File: config.mk
export PLATFORM = sky130hd
export DESIGN_NAME = i2c_regptr_target
export DESIGN_NICKNAME = d
export VERILOG_FILES = /design/src/rtl/i2c_tgt_pkg.sv /design/src/rtl/i2c_bus_sense.sv /design/src/rtl/i2c_reg_array.sv /design/src/rtl/i2c_tgt_engine.sv /design/src/rtl/i2c_regptr_target.sv
export SDC_FILE = /design/constraint.sdc
export NUM_CORES = 1
export LEC_CHECK = 0
export BUFFER_PORTS_ARGS = -buffer_cell sky130_fd_sc_hd__buf_2
export CAP_MARGIN = 20
export CORE_MARGIN = 4
export CORE_UTILIZATION = 53
export DETAILED_ROUTE_END_ITERATION = 8
export PLACE_DENSITY = 0.69
export SYNTH_ARGS = -nofsm -noshare
export SYNTH_HDL_FRONTEND = slang
export SYNTH_SLANG_ARGS = --single-unit
File: constraint.sdc
create_clock -name clk -period 2.7 [get_ports clk]
set_input_delay 0.405 -clock clk [delete_from_list [all_inputs] [get_ports clk]]
set_output_delay 0.405 -clock clk [all_outputs]
set_load 0.01 [all_outputs]
File: src/rtl/i2c_tgt_pkg.sv
`timescale 1ns/1ps
package i2c_tgt_pkg;
  localparam int BYTE_W = 8;

  typedef enum logic [3:0] {
    ST_IDLE,
    ST_ADDR,
    ST_ADDR_ACK,
    ST_PTR,
    ST_PTR_ACK,
    ST_WDATA,
    ST_WDATA_ACK,
    ST_RDATA,
    ST_RACK,
    ST_IGNORE
  } tgt_state_e;
endpackage

File: src/rtl/i2c_bus_sense.sv
`timescale 1ns/1ps
// Resynchronises SCL/SDA and derives edges and bus conditions.
module i2c_bus_sense #(
  parameter int SYNC_N = 2
) (
  input  logic clk,
  input  logic rst_n,
  input  logic scl_in,
  input  logic sda_in,
  output logic scl_lvl,
  output logic sda_lvl,
  output logic scl_rise,
  output logic scl_fall,
  output logic start_det,
  output logic stop_det
);
  logic [SYNC_N-1:0] scl_ff, sda_ff;
  logic scl_p, sda_p;

  always_ff @(posedge clk or negedge rst_n) begin
    if (!rst_n) begin
      scl_ff <= '1;
      sda_ff <= '1;
      scl_p  <= 1'b1;
      sda_p  <= 1'b1;
    end else begin
      scl_ff <= {scl_ff[SYNC_N-2:0], scl_in};
      sda_ff <= {sda_ff[SYNC_N-2:0], sda_in};
      scl_p  <= scl_ff[SYNC_N-1];
      sda_p  <= sda_ff[SYNC_N-1];
    end
  end

  assign scl_lvl   = scl_ff[SYNC_N-1];
  assign sda_lvl   = sda_ff[SYNC_N-1];
  assign scl_rise  = scl_lvl & ~scl_p;
  assign scl_fall  = ~scl_lvl & scl_p;
  assign start_det = scl_lvl & scl_p & sda_p & ~sda_lvl;
  assign stop_det  = scl_lvl & scl_p & ~sda_p & sda_lvl;
endmodule

File: src/rtl/i2c_reg_array.sv
`timescale 1ns/1ps
// Plain byte array: one synchronous write port, one combinational read port.
module i2c_reg_array #(
  parameter int NREGS = 8,
  parameter int PW    = 3
) (
  input  logic                              clk,
  input  logic                              rst_n,
  input  logic                              wr_en,
  input  logic [PW-1:0]                     addr,
  input  logic [i2c_tgt_pkg::BYTE_W-1:0]    wr_data,
  output logic [i2c_tgt_pkg::BYTE_W-1:0]    rd_data
);
  logic [i2c_tgt_pkg::BYTE_W-1:0] mem [NREGS];

  always_ff @(posedge clk or negedge rst_n) begin
    if (!rst_n) begin
      for (int i = 0; i < NREGS; i++) mem[i] <= '0;
    end else if (wr_en) begin
      mem[addr] <= wr_data;
    end
  end

  assign rd_data = mem[addr];
endmodule

File: src/rtl/i2c_tgt_engine.sv
`timescale 1ns/1ps
// Byte-level protocol engine: address match, pointer load, write and read.
module i2c_tgt_engine
  import i2c_tgt_pkg::*;
#(
  parameter logic [6:0] TGT_ADDR = 7'h68,
  parameter int         PW       = 3
) (
  input  logic              clk,
  input  logic              rst_n,
  input  logic              sda_lvl,
  input  logic              scl_rise,
  input  logic              scl_fall,
  input  logic              start_det,
  input  logic              stop_det,
  input  logic [BYTE_W-1:0] rd_data,
  output logic              wr_en,
  output logic [BYTE_W-1:0] wr_data,
  output logic [PW-1:0]     ptr,
  output logic              sda_oe,
  output tgt_state_e        state
);
  localparam logic [3:0] LAST_BIT = 4'(BYTE_W);

  logic [3:0]        cnt;
  logic [BYTE_W-1:0] sh;
  logic              rw, mack;
  logic              byte_done;

  assign byte_done = scl_fall && (cnt == LAST_BIT);
  assign wr_en     = (state == ST_WDATA) && byte_done && !start_det && !stop_det;
  assign wr_data   = sh;

  always_ff @(posedge clk or negedge rst_n) begin
    if (!rst_n) begin
      state  <= ST_IDLE;
      cnt    <= '0;
      sh     <= '0;
      rw     <= 1'b0;
      mack   <= 1'b0;
      ptr    <= '0;
      sda_oe <= 1'b0;
    end else if (start_det) begin
      state  <= ST_ADDR;
      cnt    <= '0;
      sda_oe <= 1'b0;
    end else if (stop_det) begin
      state  <= ST_IDLE;
      cnt    <= '0;
      sda_oe <= 1'b0;
    end else begin
      unique case (state)
        ST_ADDR, ST_PTR, ST_WDATA: begin
          if (scl_rise) begin
            sh  <= {sh[BYTE_W-2:0], sda_lvl};
            cnt <= cnt + 4'd1;
          end else if (byte_done) begin
            cnt <= '0;
            if (state == ST_ADDR) begin
              if (sh[BYTE_W-1:1] == TGT_ADDR) begin
                rw     <= sh[0];
                sda_oe <= 1'b1;
                state  <= ST_ADDR_ACK;
              end else begin
                state <= ST_IGNORE;
              end
            end else if (state == ST_PTR) begin
              ptr    <= sh[PW-1:0];
              sda_oe <= 1'b1;
              state  <= ST_PTR_ACK;
            end else begin
              ptr    <= ptr + PW'(1);
              sda_oe <= 1'b1;
              state  <= ST_WDATA_ACK;
            end
          end
        end
        ST_ADDR_ACK, ST_PTR_ACK, ST_WDATA_ACK: begin
          if (scl_fall) begin
            sda_oe <= 1'b0;
            if (state == ST_ADDR_ACK && rw) begin
              sh     <= rd_data;
              sda_oe <= ~rd_data[BYTE_W-1];
              state  <= ST_RDATA;
            end else if (state == ST_ADDR_ACK) begin
              state <= ST_PTR;
            end else begin
              state <= ST_WDATA;
            end
          end
        end
        ST_RDATA: begin
          if (scl_rise) begin
            cnt <= cnt + 4'd1;
          end else if (byte_done) begin
            cnt    <= '0;
            sda_oe <= 1'b0;
            ptr    <= ptr + PW'(1);
            state  <= ST_RACK;
          end else if (scl_fall) begin
            sh     <= {sh[BYTE_W-2:0], 1'b0};
            sda_oe <= ~sh[BYTE_W-2];
          end
        end
        ST_RACK: begin
          if (scl_rise) begin
            mack <= ~sda_lvl;
          end else if (scl_fall) begin
            if (mack) begin
              sh     <= rd_data;
              sda_oe <= ~rd_data[BYTE_W-1];
              state  <= ST_RDATA;
            end else begin
              state <= ST_IGNORE;
            end
          end
        end
        default: ;
      endcase
    end
  end
endmodule

File: src/rtl/i2c_regptr_target.sv
`timescale 1ns/1ps
// I2C target with a pointer-addressed byte register array.
module i2c_regptr_target
  import i2c_tgt_pkg::*;
#(
  parameter logic [6:0] TGT_ADDR = 7'h68,
  parameter int         NREGS    = 8,
  parameter int         SYNC_N   = 2
) (
  input  logic clk,
  input  logic rst_n,
  input  logic scl_in,
  input  logic sda_in,
  output logic sda_drive_low
);
  localparam int PW = (NREGS > 1) ? $clog2(NREGS) : 1;

  logic              scl_sync, sda_sync;
  logic              scl_rise, scl_fall, start_det, stop_det;
  logic              wr_en;
  logic [BYTE_W-1:0] wr_data, rd_data;
  logic [PW-1:0]     ptr;
  tgt_state_e        state;

  i2c_bus_sense #(.SYNC_N(SYNC_N)) u_sense (
    .clk      (clk),
    .rst_n    (rst_n),
    .scl_in   (scl_in),
    .sda_in   (sda_in),
    .scl_lvl  (scl_sync),
    .sda_lvl  (sda_sync),
    .scl_rise (scl_rise),
    .scl_fall (scl_fall),
    .start_det(start_det),
    .stop_det (stop_det)
  );

  i2c_tgt_engine #(.TGT_ADDR(TGT_ADDR), .PW(PW)) u_engine (
    .clk      (clk),
    .rst_n    (rst_n),
    .sda_lvl  (sda_sync),
    .scl_rise (scl_rise),
    .scl_fall (scl_fall),
    .start_det(start_det),
    .stop_det (stop_det),
    .rd_data  (rd_data),
    .wr_en    (wr_en),
    .wr_data  (wr_data),
    .ptr      (ptr),
    .sda_oe   (sda_drive_low),
    .state    (state)
  );

  i2c_reg_array #(.NREGS(NREGS), .PW(PW)) u_regs (
    .clk    (clk),
    .rst_n  (rst_n),
    .wr_en  (wr_en),
    .addr   (ptr),
    .wr_data(wr_data),
    .rd_data(rd_data)
  );
endmodule

## Word-level counts from Yosys, hierarchy flattened

Cells that the tools add are included.

| operators by class | value |
|---|---|
| $add $sub $neg | 2 |
| multiply operators | 0 |
| divide/modulo/power cells | 0 |
| order comparisons | 2 |
| equal/unequal tests | 33 |
| shifts and indexed selects | 0 |
| multiplexer cells | 59 |
| bitwise gates (word level) | 17 |
| reductions and logical operators | 23 |

Operator list:

| cell | count |
|---|---|
| 2-to-1 mux 8 bit | 12 |
| 2-to-1 mux 4 bit | 18 |
| bitwise mux 64 bit | 1 |
| one-hot mux 8 bit (4 select lines) | 1 |
| binary-select mux 8 bit (select 3 bit) | 1 |
| demux 8 bit (select 3 bit) | 1 |
| 2-to-1 mux 3 bit | 7 |
| != test 4 x 1 -> 1 bit, second input constant | 5 |
| == test 4 x 3 -> 1 bit, second input constant | 4 |
| one-hot mux 4 bit (4 select lines) | 1 |
| AND reduction 8 bit | 2 |
| 2-to-1 mux 1 bit | 14 |
| != test 2 x 1 -> 1 bit, second input constant | 7 |
| != test 2 bit, second input constant | 6 |
| != test 4 x 2 -> 1 bit, second input constant | 3 |
| AND reduction 12 bit | 1 |
| AND reduction 10 bit | 1 |
| NOT 1 bit | 9 |
| == test 4 x 2 -> 1 bit, second input constant | 2 |
| == test 4 bit, second input constant | 2 |
| nonzero test 4 bit | 2 |
| bitwise AND 1 bit | 7 |
| == test 7 bit, second input constant | 1 |
| AND reduction 7 bit | 1 |
| other kinds (20) | 27 |

| word-level totals | value |
|---|---|
| bits in registers | 92 |
| bits in latches | 0 |
| bits in writable memories | 0 |
| ROM bits | 0 |
| input bits | 4 |
| output and inout bits | 1 |
| word-level logic and storage cells | 155 |
| memories | 0 |

## Longest topological paths before layout

| logic depth | value |
|---|---|
| depth in word-level cells | 11 |
| depth in mapped cells | 8 |
| mapped depth without buffers | 7 |

## Hierarchy

From an unflattened synthesis, not the netlist that was laid out.

| second synthesis, totals | value |
|---|---|
| cells, all modules | 400 |
| area total of the unflattened synthesis | 4909.7 um^2 |

Modules (own cells, without submodules):

| module | instances | cells an instance | area an instance (um^2) | sequential area each (um^2) |
|---|---|---|---|---|
| i2c_reg_array | 1 | 216 | 3075.4 | 1601.5 |
| i2c_tgt_engine | 1 | 174 | 1644.1 | 550.5 |
| i2c_bus_sense | 1 | 10 | 190.2 | 157.7 |

## Least setup slack after synthesis

OpenSTA, ideal clock, no wires.

| timing path | value |
|---|---|
| kind | reg-to-reg |
| start | register u_engine.cnt[0] |
| end | register u_regs.mem[0] in the netlist's numbering |
| library setup time | 125 ps |
| data arrival time | 1867 ps |
| required time | 2575 ps |
| setup slack | 708 ps |
| stages on the path, launching flop included | 8 |
| buffers on the path | 0 |
| period minus slack after synthesis | 1992 ps |
| cell sequence | dfrtp_1 > inv_1 > ha_1 > and3b_1 > nand2_1 > nor4b_2 > nand3_1 > mux2_2 |

| between the ends | value |
|---|---|
| longest elaborated chain between the ends | 5 |

Ends and longest elaborated chain:

| item | line | text |
|---|---|---|
| from (decl) | i2c_tgt_engine.sv:25 | `logic [3:0] cnt;` |
| from (signal assigned) | i2c_tgt_engine.sv:56 | `cnt <= cnt + 4'd1;` |
| from (signal assigned) | i2c_tgt_engine.sv:94 | `cnt <= cnt + 4'd1;` |
| == test 4 bit | i2c_tgt_engine.sv:30 | `assign byte_done = scl_fall && (cnt == LAST_BIT);` |
| logical AND 1 bit | i2c_tgt_engine.sv:30 |  |
| logical AND 1 bit (3 in series) | i2c_tgt_engine.sv:31 | `assign wr_en = (state == ST_WDATA) && byte_done && !start_det && !stop_det;` |
| to (signal, indexed assignment) | i2c_reg_array.sv:20 | `mem[addr] <= wr_data;` |
| to (decl) | i2c_reg_array.sv:14 | `logic [i2c_tgt_pkg::BYTE_W-1:0] mem [NREGS];` |

Every way passes these cells.
A chain may end at the register's enable or synchronous reset.

## Final worst setup path

| timing path | value |
|---|---|
| start | register u_engine.state[0] |
| end | register u_regs.mem[43] in the netlist's numbering |

| between the ends | value |
|---|---|
| longest elaborated chain between the ends | 4 |

Ends and longest elaborated chain:

| item | line | text |
|---|---|---|
| from (decl) | i2c_tgt_engine.sv:21 | `output tgt_state_e state` |
| from (signal assigned) | i2c_tgt_engine.sv:36 | `state <= ST_IDLE;` |
| from (signal assigned) | i2c_tgt_engine.sv:44 | `state <= ST_ADDR;` |
| from (signal assigned) | i2c_tgt_engine.sv:48 | `state <= ST_IDLE;` |
| == test 4 x 3 -> 1 bit | i2c_tgt_engine.sv:31 |  |
| logical AND 1 bit (3 in series) | i2c_tgt_engine.sv:31 |  |

Every way passes these cells.

==> results.ini <==
[critical_path]
path_class = reg2reg
cp.required_ps = 2940
cp.arrival_ps = 2710
crit_path_start_kind = flip-flop
crit_chain = and2b_1 > o211ai_1 > nor4_2 > nand2_1 > mux2_2
path_max_fanout = 16
end_kind = flip-flop
slowest_delay_ps = 620
critPathSlowestCell = dfrtp_1

[yosys]
synth_nets = 417
yosys_register_bits = 92
synth.distinct_cells = 51
ys_warn_count = 0
yosysSeqAreaShare_pct = 49.17
syn_area_per_cell_um2 = 11.46
syn_inst = 410
synth_enable_flop_cells = 0
synthFlopType = dfrtp_1
synthesis.area_um2 = 4697
postSynth.asyncResetShare_pct = 100.0

[clock_network]
cts_buffers = 9
cts_resized = 0
clock-root-buffer = clkbuf_8
ctsHtreeMaxLevel = 3
clk_pin_slew_worst_paths_ps = 90
clk_latency_ps = 360
cts_tree = done
clockBufferDepth = 2
cts_sinks = 92
hold_buffers = 0
cts_setup_buffers = 0

[global_routing]
grt_pass1_wl_mm = 16.97
grt_max_degree = 49
grt_antenna_before_repair = 0
grt_usage_pct = 21.29
grt_overflow = 0
grt_pass1_vias = 3313

[timing]
report.final.slew_viol_count = 0
max-slew-margin-rel_pct = 55.87
finalClockSkew_ps = 12.99
worstMarginPinSlew_ps = 661.9
finalCriticalPeriod_ps = 2469
rsz0062_at_grt = false
post-route-period-util_pct = 91.45
clock.fmax_mhz = 405.0
hold_viol_final = 0
setup_violations = 0
setup-tns-final_ps = 0

[placed_design]
hpwl_mm = 6.972
port_buffers = 4
gp_congestion = 0.9092
place_area_um2 = 4853

[detailed_routing]
drcViolationCount = 0
antenna_left = 0
avgRoutedWirePerCell_um = 19.26
drt_iter0_markers = 211
dr.pass1.iters = 5
num_vias = 3199
via_per_inst = 6.105
routed_wl_mm = 10.09

[power]
power_leakage_nw = 2.283
peakVddDrop_v = 0.0002822
powerDensity_nw_per_um2 = 561.6

[floorplan]
core_area_um2 = 8678
die_w_um = 102.1
die_h_um = 102.1
die_area_um2 = 10430
num_rows = 34
start_util_pct = 54.12
pin_count = 5

[layout]
register_area_um2 = 2310
drive_gt1_share_pct = 31.49
mostFrequentLayoutCells = dfrtp_1, mux2_2, nand2_1
multi_input_area_um2 = 2220
fillCellCount = 737
layout_commonest_cell = dfrtp_1
area_delta_synth_final_pct = 7.565
design_area_um2 = 5052
final_nets = 418
diodes = 0

[job]
drv_cap = 0

[min_path]
hp-class = in2async

[outcome]
status = completed

## flip-flops by register name, indices dropped and copies added, names as in the netlist
| register | cells |
|---|---|
| u_sense.scl_ff | 2 |
| u_engine.state | 4 |
| u_sense.sda_ff | 2 |
| u_sense.sda_p | 1 |
| u_engine.rw | 1 |
| u_engine.wr_data | 8 |
| u_sense.scl_p | 1 |
| u_engine.mack | 1 |
| u_engine.ptr | 3 |
| u_engine.cnt | 4 |
| u_regs.mem | 64 |
| u_engine.sda_oe | 1 |
## cell type report
class,count,area share (%)
inverters,11,0.8172
repair buffers,19,2.922
clock inverters,6,1.412
well taps,108,2.675
multi-input cells,278,43.93
flip-flops and latches,92,45.72
clock buffers,10,2.526
## cells in the mapped netlist, types with 4 or more instances
library cell / count / area, um^2
nor2_1: 18 / 67.56
buf_2: 7 / 35.03
clkbuf_1: 18 / 67.56
inv_1: 11 / 41.29
nand3_1: 10 / 50.05
o31ai_1: 6 / 45.04
nand2b_1: 6 / 37.54
nor2b_1: 6 / 37.54
dfrtp_1: 86 / 2152
a211oi_1: 6 / 45.04
a21oi_1: 16 / 80.08
mux2_2: 73 / 822.0
a31oi_1: 4 / 25.02
o21ai_0: 26 / 130.1
nor3_1: 9 / 45.04
nand2_1: 28 / 105.1
mux2i_1: 17 / 170.2
or2_2: 5 / 31.28
dfstp_2: 6 / 157.7
mux4_2: 7 / 157.7
## power breakdown
part,switching (mW),total (mW),internal [mW]
logic,0.177,0.317,0.140
registers,0.138,1.58,1.44
clock network,0.508,0.944,0.437
## critical path, delay by kind of cell, from the launching register on
family | cells | cell delay (ps)
and+or+nand+nor | 3 | 1170
muxes | 1 | 410
DFF | 1 | 620
AOI/OAI and AO/OA | 1 | 150
## routing by layer
layer | vias to the layer above | wire length, um | global-route usage (%) | share of wire [%]
met4 | 0 | 198 | 7.669 | 2.0
met5 | - | 0 | 0 | 0
met2 | 50 | 4720 | 33.78 | 47
li1 | 1489 | - | - | -
met1 | 1645 | 4905 | 29.78 | 49
met3 | 15 | 265 | 3.481 | 2.6
## path summary, 6_finish.rpt
kind	startpoint	end	slack, ps	depth (start not counted)
setup / recovery	u_engine.state[0]	u_regs.mem[43]	230	5
hold / removal	rst_n	u_engine.cnt[0]	50	1
setup reg to reg	u_engine.state[0]	u_regs.mem[43]	230	5
hold reg to reg	u_sense.scl_ff[0]	u_sense.scl_ff[1]	360	0
max in group asynchronous	rst_n	u_regs.mem[27]	1980	2
min in group clk	scl_in	u_sense.scl_ff[0]	130	1
## metrics by stage
step | cells | setup slack (ps) | hold WS (ps) | utilization [%] | total power [mW]
6_report | 524 | 230.9 | 49.68 | 58.22 | 2.838
5_1_grt | 524 | 78.00 | 74.56 | 58.22 | 2.973
4_1_cts | 524 | 228.9 | 61.51 | 58.22 | 2.860
3_5_place_dp | 508 | 261.3 | 347.2 | 55.93 | 1.919
3_3_place_gp | 508 | 303.4 | 345.3 | 55.93 | 1.915
2_1_floorplan | 410 | 708.4 | 109.4 | - | 1.786
## cell families (layout without fill, tap and decap cells)
logic type | Yosys count | after routing | share of synthesized area, %
xor+xnor | 1 | 1 | 0.1865
buf+inv | 40 | 46 | 3.569
mux | 97 | 97 | 24.48
simple gates | 98 | 98 | 10.90
fa+ha+maj | 3 | 3 | 0.7992
compound gates | 79 | 79 | 10.90
flops | 92 | 92 | 49.17
No activity file was read; power rests on OpenSTA's default activity.
